$ cat config.mk
export PLATFORM = sky130hd
export DESIGN_NAME = dmem_addr_gen
export DESIGN_NICKNAME = d
export VERILOG_FILES = /design/src/rtl/dag_pkg.sv /design/src/rtl/dag_raw_addr.sv /design/src/rtl/dag_ptr_slice.sv /design/src/rtl/dag_ptr_bank.sv /design/src/rtl/dmem_addr_gen.sv
export SDC_FILE = /design/constraint.sdc
export NUM_CORES = 1
export LEC_CHECK = 0
export BUFFER_PORTS_ARGS = -buffer_cell sky130_fd_sc_hd__buf_2
export CORE_UTILIZATION = 35
export DETAILED_ROUTE_END_ITERATION = 7
export SKIP_CTS_REPAIR_TIMING = 1
export SLEW_MARGIN = 5
export SYNTH_ARGS = -nofsm -noshare
export SYNTH_HDL_FRONTEND = slang
export SYNTH_SLANG_ARGS = --single-unit
$ cat constraint.sdc
create_clock -name clk -period 11.95 [get_ports clk]
set_clock_uncertainty 0.15 [all_clocks]
set_input_delay 2.39 -clock clk [delete_from_list [all_inputs] [get_ports clk]]
set_output_delay 2.39 -clock clk [all_outputs]
set_load 0.1 [all_outputs]
$ cat src/rtl/dag_pkg.sv
package dag_pkg;
  localparam int unsigned AW = 12;            // data address width
  localparam int unsigned LW = 8;             // literal / byte width
  localparam int unsigned HW = AW - LW;       // bank / high-byte width
  localparam int unsigned BLK_SPAN = 8;       // addresses owned by one pointer

  typedef logic [AW-1:0] addr_t;
  typedef logic [LW-1:0] byte_t;

  typedef enum logic [1:0] {
    MD_DIRECT = 2'd0,
    MD_FULL   = 2'd1,
    MD_LOAD   = 2'd2,
    MD_IDLE   = 2'd3
  } mode_e;

  typedef enum logic [2:0] {
    AK_NONE, AK_LO, AK_HI, AK_PLAIN, AK_INC, AK_DEC, AK_OFS
  } alias_e;

  // widen a literal through the access-bank map
  function automatic addr_t access_map(byte_t lit, byte_t split);
    if (lit < split) return {{HW{1'b0}}, lit};
    return {{HW{1'b1}}, lit};
  endfunction

  // sign-extend a byte to a full address-width delta
  function automatic addr_t sext_byte(byte_t b);
    return {{HW{b[LW-1]}}, b};
  endfunction

  // modulo-2^AW add
  function automatic addr_t wrap_add(addr_t p, addr_t d);
    return p + d;
  endfunction

  // classify an address against one pointer's block
  function automatic alias_e alias_kind(addr_t a, addr_t blk);
    addr_t off;
    off = a - blk;
    if (off >= addr_t'(BLK_SPAN)) return AK_NONE;
    case (off[2:0])
      3'd0:    return AK_LO;
      3'd1:    return AK_HI;
      3'd2:    return AK_PLAIN;
      3'd3:    return AK_INC;
      3'd4:    return AK_DEC;
      3'd5:    return AK_OFS;
      default: return AK_NONE;
    endcase
  endfunction
endpackage

$ cat src/rtl/dag_raw_addr.sv
module dag_raw_addr
  import dag_pkg::*;
#(
  parameter byte_t SPLIT = 8'h60
) (
  input  mode_e        mode,
  input  byte_t        lit,
  input  logic         use_bank,
  input  logic [HW-1:0] bank,
  input  addr_t        full_addr,
  output addr_t        raw_addr,
  output logic         acc_en
);
  always_comb begin
    if (mode == MD_FULL)   raw_addr = full_addr;
    else if (use_bank)     raw_addr = {bank, lit};
    else                   raw_addr = access_map(lit, SPLIT);
  end

  assign acc_en = (mode == MD_DIRECT) || (mode == MD_FULL);
endmodule

$ cat src/rtl/dag_ptr_slice.sv
module dag_ptr_slice
  import dag_pkg::*;
#(
  parameter addr_t BLK = 12'hFD8
) (
  input  logic  clk,
  input  logic  rst_n,
  input  logic  acc_en,
  input  addr_t raw_addr,
  input  logic  load_en,
  input  addr_t load_val,
  input  byte_t w_val,
  input  logic  wb_en,
  input  addr_t fin_addr,
  input  byte_t wb_data,
  output logic  hit_o,
  output addr_t addr_o,
  output addr_t ptr_o,
  output logic  inc_o,
  output logic  dec_o,
  output logic  ofs_o,
  output logic  sfr_o
);
  addr_t  ptr_q, ptr_d;
  alias_e kind;
  logic   lo_wr, hi_wr;

  assign kind  = acc_en ? alias_kind(raw_addr, BLK) : AK_NONE;
  assign hit_o = (kind == AK_PLAIN) || (kind == AK_INC) ||
                 (kind == AK_DEC)   || (kind == AK_OFS);
  assign inc_o = (kind == AK_INC);
  assign dec_o = (kind == AK_DEC);
  assign ofs_o = (kind == AK_OFS);

  assign addr_o = ofs_o ? wrap_add(ptr_q, sext_byte(w_val)) : ptr_q;

  assign lo_wr = wb_en && (fin_addr == BLK);
  assign hi_wr = wb_en && (fin_addr == BLK + addr_t'(1));
  assign sfr_o = lo_wr || hi_wr;

  always_comb begin
    ptr_d = ptr_q;
    if (sfr_o) begin
      if (lo_wr) ptr_d[LW-1:0]  = wb_data;
      if (hi_wr) ptr_d[AW-1:LW] = wb_data[HW-1:0];
    end else if (inc_o) begin
      ptr_d = wrap_add(ptr_q, addr_t'(1));
    end else if (dec_o) begin
      ptr_d = wrap_add(ptr_q, '1);
    end
    if (load_en) ptr_d = load_val;
  end

  always_ff @(posedge clk or negedge rst_n) begin
    if (!rst_n) ptr_q <= '0;
    else        ptr_q <= ptr_d;
  end

  assign ptr_o = ptr_q;
endmodule

$ cat src/rtl/dag_ptr_bank.sv
module dag_ptr_bank
  import dag_pkg::*;
#(
  parameter int unsigned NPTR     = 3,
  parameter addr_t       PTR_BASE = 12'hFD8,
  localparam int unsigned SELW    = (NPTR > 1) ? $clog2(NPTR) : 1
) (
  input  logic                     clk,
  input  logic                     rst_n,
  input  logic                     acc_en,
  input  addr_t                    raw_addr,
  input  logic                     load_req,
  input  logic [SELW-1:0]          load_sel,
  input  addr_t                    load_val,
  input  byte_t                    w_val,
  input  logic                     wb_en,
  input  addr_t                    fin_addr,
  input  byte_t                    wb_data,
  output logic [NPTR-1:0]          hit,
  output logic [NPTR-1:0][AW-1:0]  ind_addr,
  output logic [NPTR-1:0][AW-1:0]  ptr_q,
  output logic [NPTR-1:0]          ev_inc,
  output logic [NPTR-1:0]          ev_dec,
  output logic [NPTR-1:0]          ev_ofs,
  output logic [NPTR-1:0]          ev_sfr
);
  for (genvar k = 0; k < NPTR; k++) begin : g_ptr
    localparam addr_t BLK = PTR_BASE + addr_t'(k * BLK_SPAN);
    dag_ptr_slice #(.BLK(BLK)) u_slice (
      .clk      (clk),
      .rst_n    (rst_n),
      .acc_en   (acc_en),
      .raw_addr (raw_addr),
      .load_en  (load_req && (load_sel == SELW'(k))),
      .load_val (load_val),
      .w_val    (w_val),
      .wb_en    (wb_en),
      .fin_addr (fin_addr),
      .wb_data  (wb_data),
      .hit_o    (hit[k]),
      .addr_o   (ind_addr[k]),
      .ptr_o    (ptr_q[k]),
      .inc_o    (ev_inc[k]),
      .dec_o    (ev_dec[k]),
      .ofs_o    (ev_ofs[k]),
      .sfr_o    (ev_sfr[k])
    );
  end
endmodule

$ cat src/rtl/dmem_addr_gen.sv
module dmem_addr_gen
  import dag_pkg::*;
#(
  parameter int unsigned NPTR     = 3,
  parameter addr_t       PTR_BASE = 12'hFD8,
  parameter byte_t       SPLIT    = 8'h60,
  localparam int unsigned SELW    = (NPTR > 1) ? $clog2(NPTR) : 1
) (
  input  logic            clk,
  input  logic            rst_n,
  input  logic [1:0]      mode_i,
  input  logic [LW-1:0]   lit_i,
  input  logic            use_bank_i,
  input  logic [HW-1:0]   bank_i,
  input  logic [AW-1:0]   full_addr_i,
  input  logic            dest_i,
  input  logic [SELW-1:0] ptr_sel_i,
  input  logic [LW-1:0]   wreg_i,
  input  logic [LW-1:0]   wb_data_i,
  output logic [AW-1:0]   addr_o,
  output logic            to_w_o,
  output logic            wb_o
);
  mode_e                   mode;
  addr_t                   raw_addr, addr_sel;
  logic                    acc_en;
  logic [NPTR-1:0]         hit;
  logic [NPTR-1:0][AW-1:0] ind_addr;
  // named internal events for the checker
  logic [NPTR-1:0][AW-1:0] ptr_q;
  logic [NPTR-1:0]         ev_inc, ev_dec, ev_ofs, ev_sfr;
  logic                    ind_hit;

  assign mode = mode_e'(mode_i);

  dag_raw_addr #(.SPLIT(SPLIT)) u_raw (
    .mode      (mode),
    .lit       (lit_i),
    .use_bank  (use_bank_i),
    .bank      (bank_i),
    .full_addr (full_addr_i),
    .raw_addr  (raw_addr),
    .acc_en    (acc_en)
  );

  dag_ptr_bank #(.NPTR(NPTR), .PTR_BASE(PTR_BASE)) u_bank (
    .clk      (clk),
    .rst_n    (rst_n),
    .acc_en   (acc_en),
    .raw_addr (raw_addr),
    .load_req (mode == MD_LOAD),
    .load_sel (ptr_sel_i),
    .load_val (full_addr_i),
    .w_val    (wreg_i),
    .wb_en    (wb_o),
    .fin_addr (addr_o),
    .wb_data  (wb_data_i),
    .hit      (hit),
    .ind_addr (ind_addr),
    .ptr_q    (ptr_q),
    .ev_inc   (ev_inc),
    .ev_dec   (ev_dec),
    .ev_ofs   (ev_ofs),
    .ev_sfr   (ev_sfr)
  );

  assign ind_hit = |hit;

  always_comb begin
    addr_sel = raw_addr;
    for (int k = 0; k < NPTR; k++) begin
      if (hit[k]) addr_sel = ind_addr[k];
    end
  end

  assign addr_o = acc_en ? addr_sel : '0;
  assign to_w_o = (mode == MD_DIRECT) && !dest_i;
  assign wb_o   = ((mode == MD_DIRECT) && dest_i) || (mode == MD_FULL);
endmodule

# After elaboration in Yosys (flattened, before gate mapping)
# Cells that the tools add are included.
[word_totals]
regBits = 36
inputBits = 48
out_inout_bits = 14
elab_cells = 152
[op_classes]
add_sub_neg = 12
magnitude_cmp = 4
n_eq_ne = 43
n_mux = 47
n_reduce_logical = 40
[op_table]
columns = ["cell", "n"]
rows = [
  ["2-to-1 mux 12 bit", 23],
  ["equality test 12 bit, second input constant", 6],
  ["case mux 3 bit (6 select lines)", 3],
  ["equality test 3 bit, second input constant", 15],
  ["adder 12 x 1 -> 12 bit, second input constant", 3],
  ["adder 12 bit", 3],
  ["adder 12 bit, second input constant", 3],
  [">= comparator 12 x 4 -> 1 bit, second input constant", 3],
  ["subtractor 12 bit, second input constant", 3],
  ["equality test 3 x 2 -> 1 bit, second input constant", 9],
  ["2-to-1 mux 3 bit", 9],
  ["2-to-1 mux 8 bit", 3],
  ["!= test 3 x 2 -> 1 bit, second input constant", 6],
  ["logical OR 1 bit", 14],
  ["2-to-1 mux 4 bit", 3],
  ["AND reduction 2 bit", 6],
  ["nonzero test 4 bit", 3],
  ["logical AND 1 bit", 11],
  ["equality test 3 x 1 -> 1 bit, second input constant", 3],
  ["zero test 3 bit", 3],
  ["< comparator 8 x 7 -> 1 bit, second input constant", 1],
  ["2-to-1 mux 1 bit", 6],
  ["equality test 2 x 1 -> 1 bit, second input constant", 2],
  ["equality test 2 bit, second input constant", 2],
  ["other kinds (2)", 3],
]

# Longest topological paths before layout
[depth]
depth_word = 25
mapped_depth = 24
mapped_depth_nobuf = 23

# Cells and area by module
# A second synthesis with hierarchy kept.
[hier_totals]
hier_cells = 874
hier_area_um2 = 6756.5
[modules_own_cells]
columns = ["mod", "n_inst", "cells_each", "area_per_inst_um2", "seq_area_each_um2"]
rows = [
  ["dag_ptr_slice at u_bank.g_ptr[0].u_slice", 1, 257, 2065.7, 300.3],
  ["dag_ptr_slice at u_bank.g_ptr[1].u_slice", 1, 257, 1983.2, 300.3],
  ["dag_ptr_slice at u_bank.g_ptr[2].u_slice", 1, 255, 1964.4, 300.3],
  ["dmem_addr_gen", 1, 60, 490.5, 0.0],
  ["dag_raw_addr", 1, 42, 222.7, 0.0],
  ["dag_ptr_bank", 1, 3, 30.0, 0.0],
]

# Worst setup path before layout
# Ideal clock, no wire load.
[synth_path]
kind = "input to output"
startpoint = "input mode_i[0]"
endpoint = "output addr_o[6]"
arrival_ns = 7.810
required_ns = 9.410
setup_slack_ns = 1.600
stages = 14
path_buffers = 3
cell_sequence = "nor2b_4 buf_6 buf_2 mux2i_1 inv_1 ha_1 a21oi_1 and3_1 a21oi_1 nor4_1 buf_2 mux2i_1 nor2_1 nor4bb_1"
[synth_between]
elab_chain_len = 15
elab_cells_between_ends = 68
cone_classes = "3 x add/sub; 3 x order compare; 28 x eq/ne; 20 x mux; 14 x reduce/logical"
[synth_lines]
columns = ["element", "line", "text"]
rows = [
  ["from (decl)", "dmem_addr_gen.sv:11", "input logic [1:0] mode_i,"],
  ["equality test 2 x 1 -> 1 bit", "dag_raw_addr.sv:15, dag_raw_addr.sv:20", ""],
  ["2-to-1 mux 12 bit", "dag_raw_addr.sv:15", "if (mode == MD_FULL) raw_addr = full_addr;"],
  ["subtractor 12 bit", "dag_pkg.sv:40", "off = a - blk;"],
  [">= comparator 12 x 4 -> 1 bit, or another cell as far along", "dag_pkg.sv:41", "if (off >= addr_t'(BLK_SPAN)) return AK_NONE;"],
  ["2-to-1 mux 1 bit or case mux 3 bit (6 select lines) (tied branches)", "dag_pkg.sv:41, dag_pkg.sv:42", ""],
  ["2-to-1 mux 3 bit", "dag_pkg.sv:42", "case (off[2:0])"],
  ["2-to-1 mux 3 bit", "dag_ptr_slice.sv:28", "assign kind = acc_en ? alias_kind(raw_addr, BLK) : AK_NONE;"],
  ["equality test 3 x 2 -> 1 bit or equality test 3 bit (tied branches)", "dag_ptr_slice.sv:29", "assign hit_o = (kind == AK_PLAIN) || (kind == AK_INC) ||"],
  ["logical OR 1 bit (2 in a row)", "dag_ptr_slice.sv:29", ""],
  ["logical OR 1 bit", "dag_ptr_slice.sv:30", "(kind == AK_DEC) || (kind == AK_OFS);"],
  ["2-to-1 mux 12 bit (3 in a row)", "dmem_addr_gen.sv:72", "if (hit[k]) addr_sel = ind_addr[k];"],
  ["2-to-1 mux 12 bit *", "dmem_addr_gen.sv:76", "assign addr_o = acc_en ? addr_sel : '0;"],
  ["to (decl)", "dmem_addr_gen.sv:20", "output logic [AW-1:0] addr_o,"],
]
# Mark *: on every way between the ends. The rest lies on a longest branch, timed or not.

# Final worst setup path
[layout_path]
startpoint = "input mode_i[1]"
endpoint = "output addr_o[11]"
# The elaborated chain is that of the path after synthesis.

==> summary.txt <==
Slew HR - 0.397
Area growth, synth to finish - 9.60%
Synth top area share - 0.129
Fmax achieved - 104 MHz
top cells by count, synth - nand2_1 (85), a21oi_1 (69), ha_1 (69)
worst reg2reg path endpoint - u_bank.g_ptr[0].u_slice.ptr_o[9]$_DFFE_PN0P_
detailed-route wire length - 24.8 mm
Hold Fails Final Rpt - 0
Async S/R FF share, synth - 1.00
vias - 7227
GRT Total Usage - 0.245
final setup TNS - 0 ps
Largest stage delay, worst path - 780 ps
Synth Cell Area - 6960 sq um
Critical R2R Launch - u_bank.g_ptr[1].u_slice.ptr_o[0]$_DFFE_PN0P_
CTS H-tree lvls - 2
average cell area after synthesis - 7.77 sq um
ant diodes - 0
Post-synth top flop - dfrtp_1
CTS tree - built
Tmin final - 9590 ps
Peak VDD IR - 0.000103 V
CP Max Fanout - 31
Vias per Instance - 6.02
Site Rows - 51
share of cells above drive strength 1 - 0.136
Iter 0 DRT Violations - 697
Die Width - 143 microns
Die ar. - 20500 sq um
Seq/Total Area, Yosys - 0.129
Worst-Skew Late Latency - 290 ps
FF-to-FF path depth - 14
Synth Net Count - 1019
Core ar. - 19500 sq um
first-pass GRT wire length - 38.3 mm
CP Launch Point - mode_i[1]
Post-synth EDFFs - 0
dpl hpwl - 19.8 mm
clk sinks - 36
largest net degree at the start of global routing - 40
vias in the first global route - 6690
CTS root buffer - clkbuf_16
Pins Over Slew Limit - 0
initial antenna violation count - 0
HP Class - reg -> reg
final setup fails - 0
actual slew at the worst max-slew pin - 905 ps
Worst R2R Setup Slack - 6920 ps
leakage power - 0.00322 uW
drt pass-1 iters - 6
pwr/cell area - 199 nW/um^2
Yosys cell types - 93
clock-pin slew on the worst setup and hold paths - 60 ps
Hold Slack - 465 ps
Worst path slowest cell - nor4_1
Die Height - 143 microns
Worst Setup EP - addr_o[11]
GPL Wtd Cong - 0.957
Required @ worst endpoint - 9410 ps
TritonCTS Buffers - 5
top cells by area, synth - dfrtp_1 (13%), ha_1 (12%), a21oi_1 (5.0%)
Worst setup SP type - input port
outcome - finished clean
Initial Util - 0.358
IO Port Bufs - 61
GRT overflow - 0
MaxCap Viol Count - 0
Yosys top cell by area - dfrtp_1
WP data arrival - 7050 ps
WL/cell - 20.6 microns
Worst Setup Path Type - in -> out
antenna-violating nets left - 0
CTS max path bufs - 2
max FFs per register - 36
DRC viols - 0
Total Nets Final - 1058
crit-path cells - buf_2 -> nor2b_4 -> mux2i_4 -> inv_2 -> ha_1 -> a21oi_1 -> and3_1 -> a21oi_1 -> nor4_1 -> o21ai_1 -> a221o_1 -> o31ai_2 -> buf_2
Top Ports - 62
#FFs+latches synth - 36
fin crit share - 0.803
most numerous cell in the Yosys netlist - nand2_1
YS warnings - 0
Hold Crit Start - u_bank.g_ptr[2].u_slice.ptr_o[2]$_DFFE_PN0P_
Synth Instances - 896
Worst setup EP type - output pin
unrepaired setup endpoints after global routing - no
==> placed cells by master (no fill, tap or decap), types with 16 or more instances in the layout <==
cell       n
nand2_1   85
a21oi_1   69
ha_1      69
nor2_1    67
buf_2     61
o21ai_0   44
dfrtp_1   36
inv_1     35
xnor2_1   34
nand3_1   32
a21o_1    27
nor3_1    26
mux2i_1   24
xor2_1    23
mux2_2    17
o21bai_1  17
a211oi_1  16
==> worst min path at each step <==
stage | slack, ps | depth (start not counted) | end
floorplan | 360 | 1 | u_bank.g_ptr[0].u_slice.ptr_o[4]$_DFFE_PN0P_
global placement | 450 | 2 | u_bank.g_ptr[1].u_slice.ptr_o[11]$_DFFE_PN0P_
detailed placement | 450 | 1 | u_bank.g_ptr[2].u_slice.ptr_o[2]$_DFFE_PN0P_
CTS | 460 | 2 | u_bank.g_ptr[1].u_slice.ptr_o[9]$_DFFE_PN0P_
global route | 470 | 2 | u_bank.g_ptr[1].u_slice.ptr_o[9]$_DFFE_PN0P_
finish | 460 | 1 | u_bank.g_ptr[2].u_slice.ptr_o[2]$_DFFE_PN0P_
==> logic make-up (layout without fill, tap and decap cells) <==
logic type,Yosys count,count (layout),synth area share
AO/OA/AOI/OAI,301,301,0.308
XOR/XNOR,57,57,0.0717
adder cells (fa/ha/maj),75,75,0.141
buffers and inverters,72,112,0.0464
flip-flops,36,36,0.129
multiplexers,51,51,0.0801
AND/OR/NAND/NOR,304,304,0.223
==> critical path, delay by kind of cell <==
| family | cells | cell delay, ps |
|---|---|---|
| AO/OA/AOI/OAI | 5 | 1400 |
| adder cells (fa/ha/maj) | 1 | 270 |
| buffers and inverters | 3 | 920 |
| multiplexers | 1 | 480 |
| AND/OR/NAND/NOR | 3 | 1580 |
==> report_power, final <==
part	switching, uW	total (uW)	internal [uW]
Combinational	584	1070	488
Sequential	120	296	176
Clock	55.7	154	98.3
Total	759	1520	762
==> routing by layer <==
metal,wire length (microns),up-vias,global-route usage
met4,453,0,0.0538
met5,0,-,0
li1,-,3476,-
met1,11900,3438,0.369
met3,2010,30,0.0339
met2,10400,283,0.364
==> per-stage QoR <==
step	instance area, sq um	cells	utilization	power [uW]	setup WS, ps
after floorplan	6960	896	-	1090	1600
after CTS	7630	1201	0.392	1510	2500
after detailed placement	7470	1193	0.384	1350	2510
after global routing	7630	1201	0.392	1670	2150
after global placement	7470	1193	0.384	1340	2600
final	7630	1201	0.392	1520	2360
==> cell type report <==
cell class,instances,area (sq um)
Clock inverter,2,35.0
Clock buffer,6,129
Inverter,37,139
Fill cell,2011,11800
Timing Repair Buffer,67,350
Tap cell,265,332
Multi-Input combinational cell,788,5750
Sequential cell,36,901
Power figures use the tool's default switching activity.
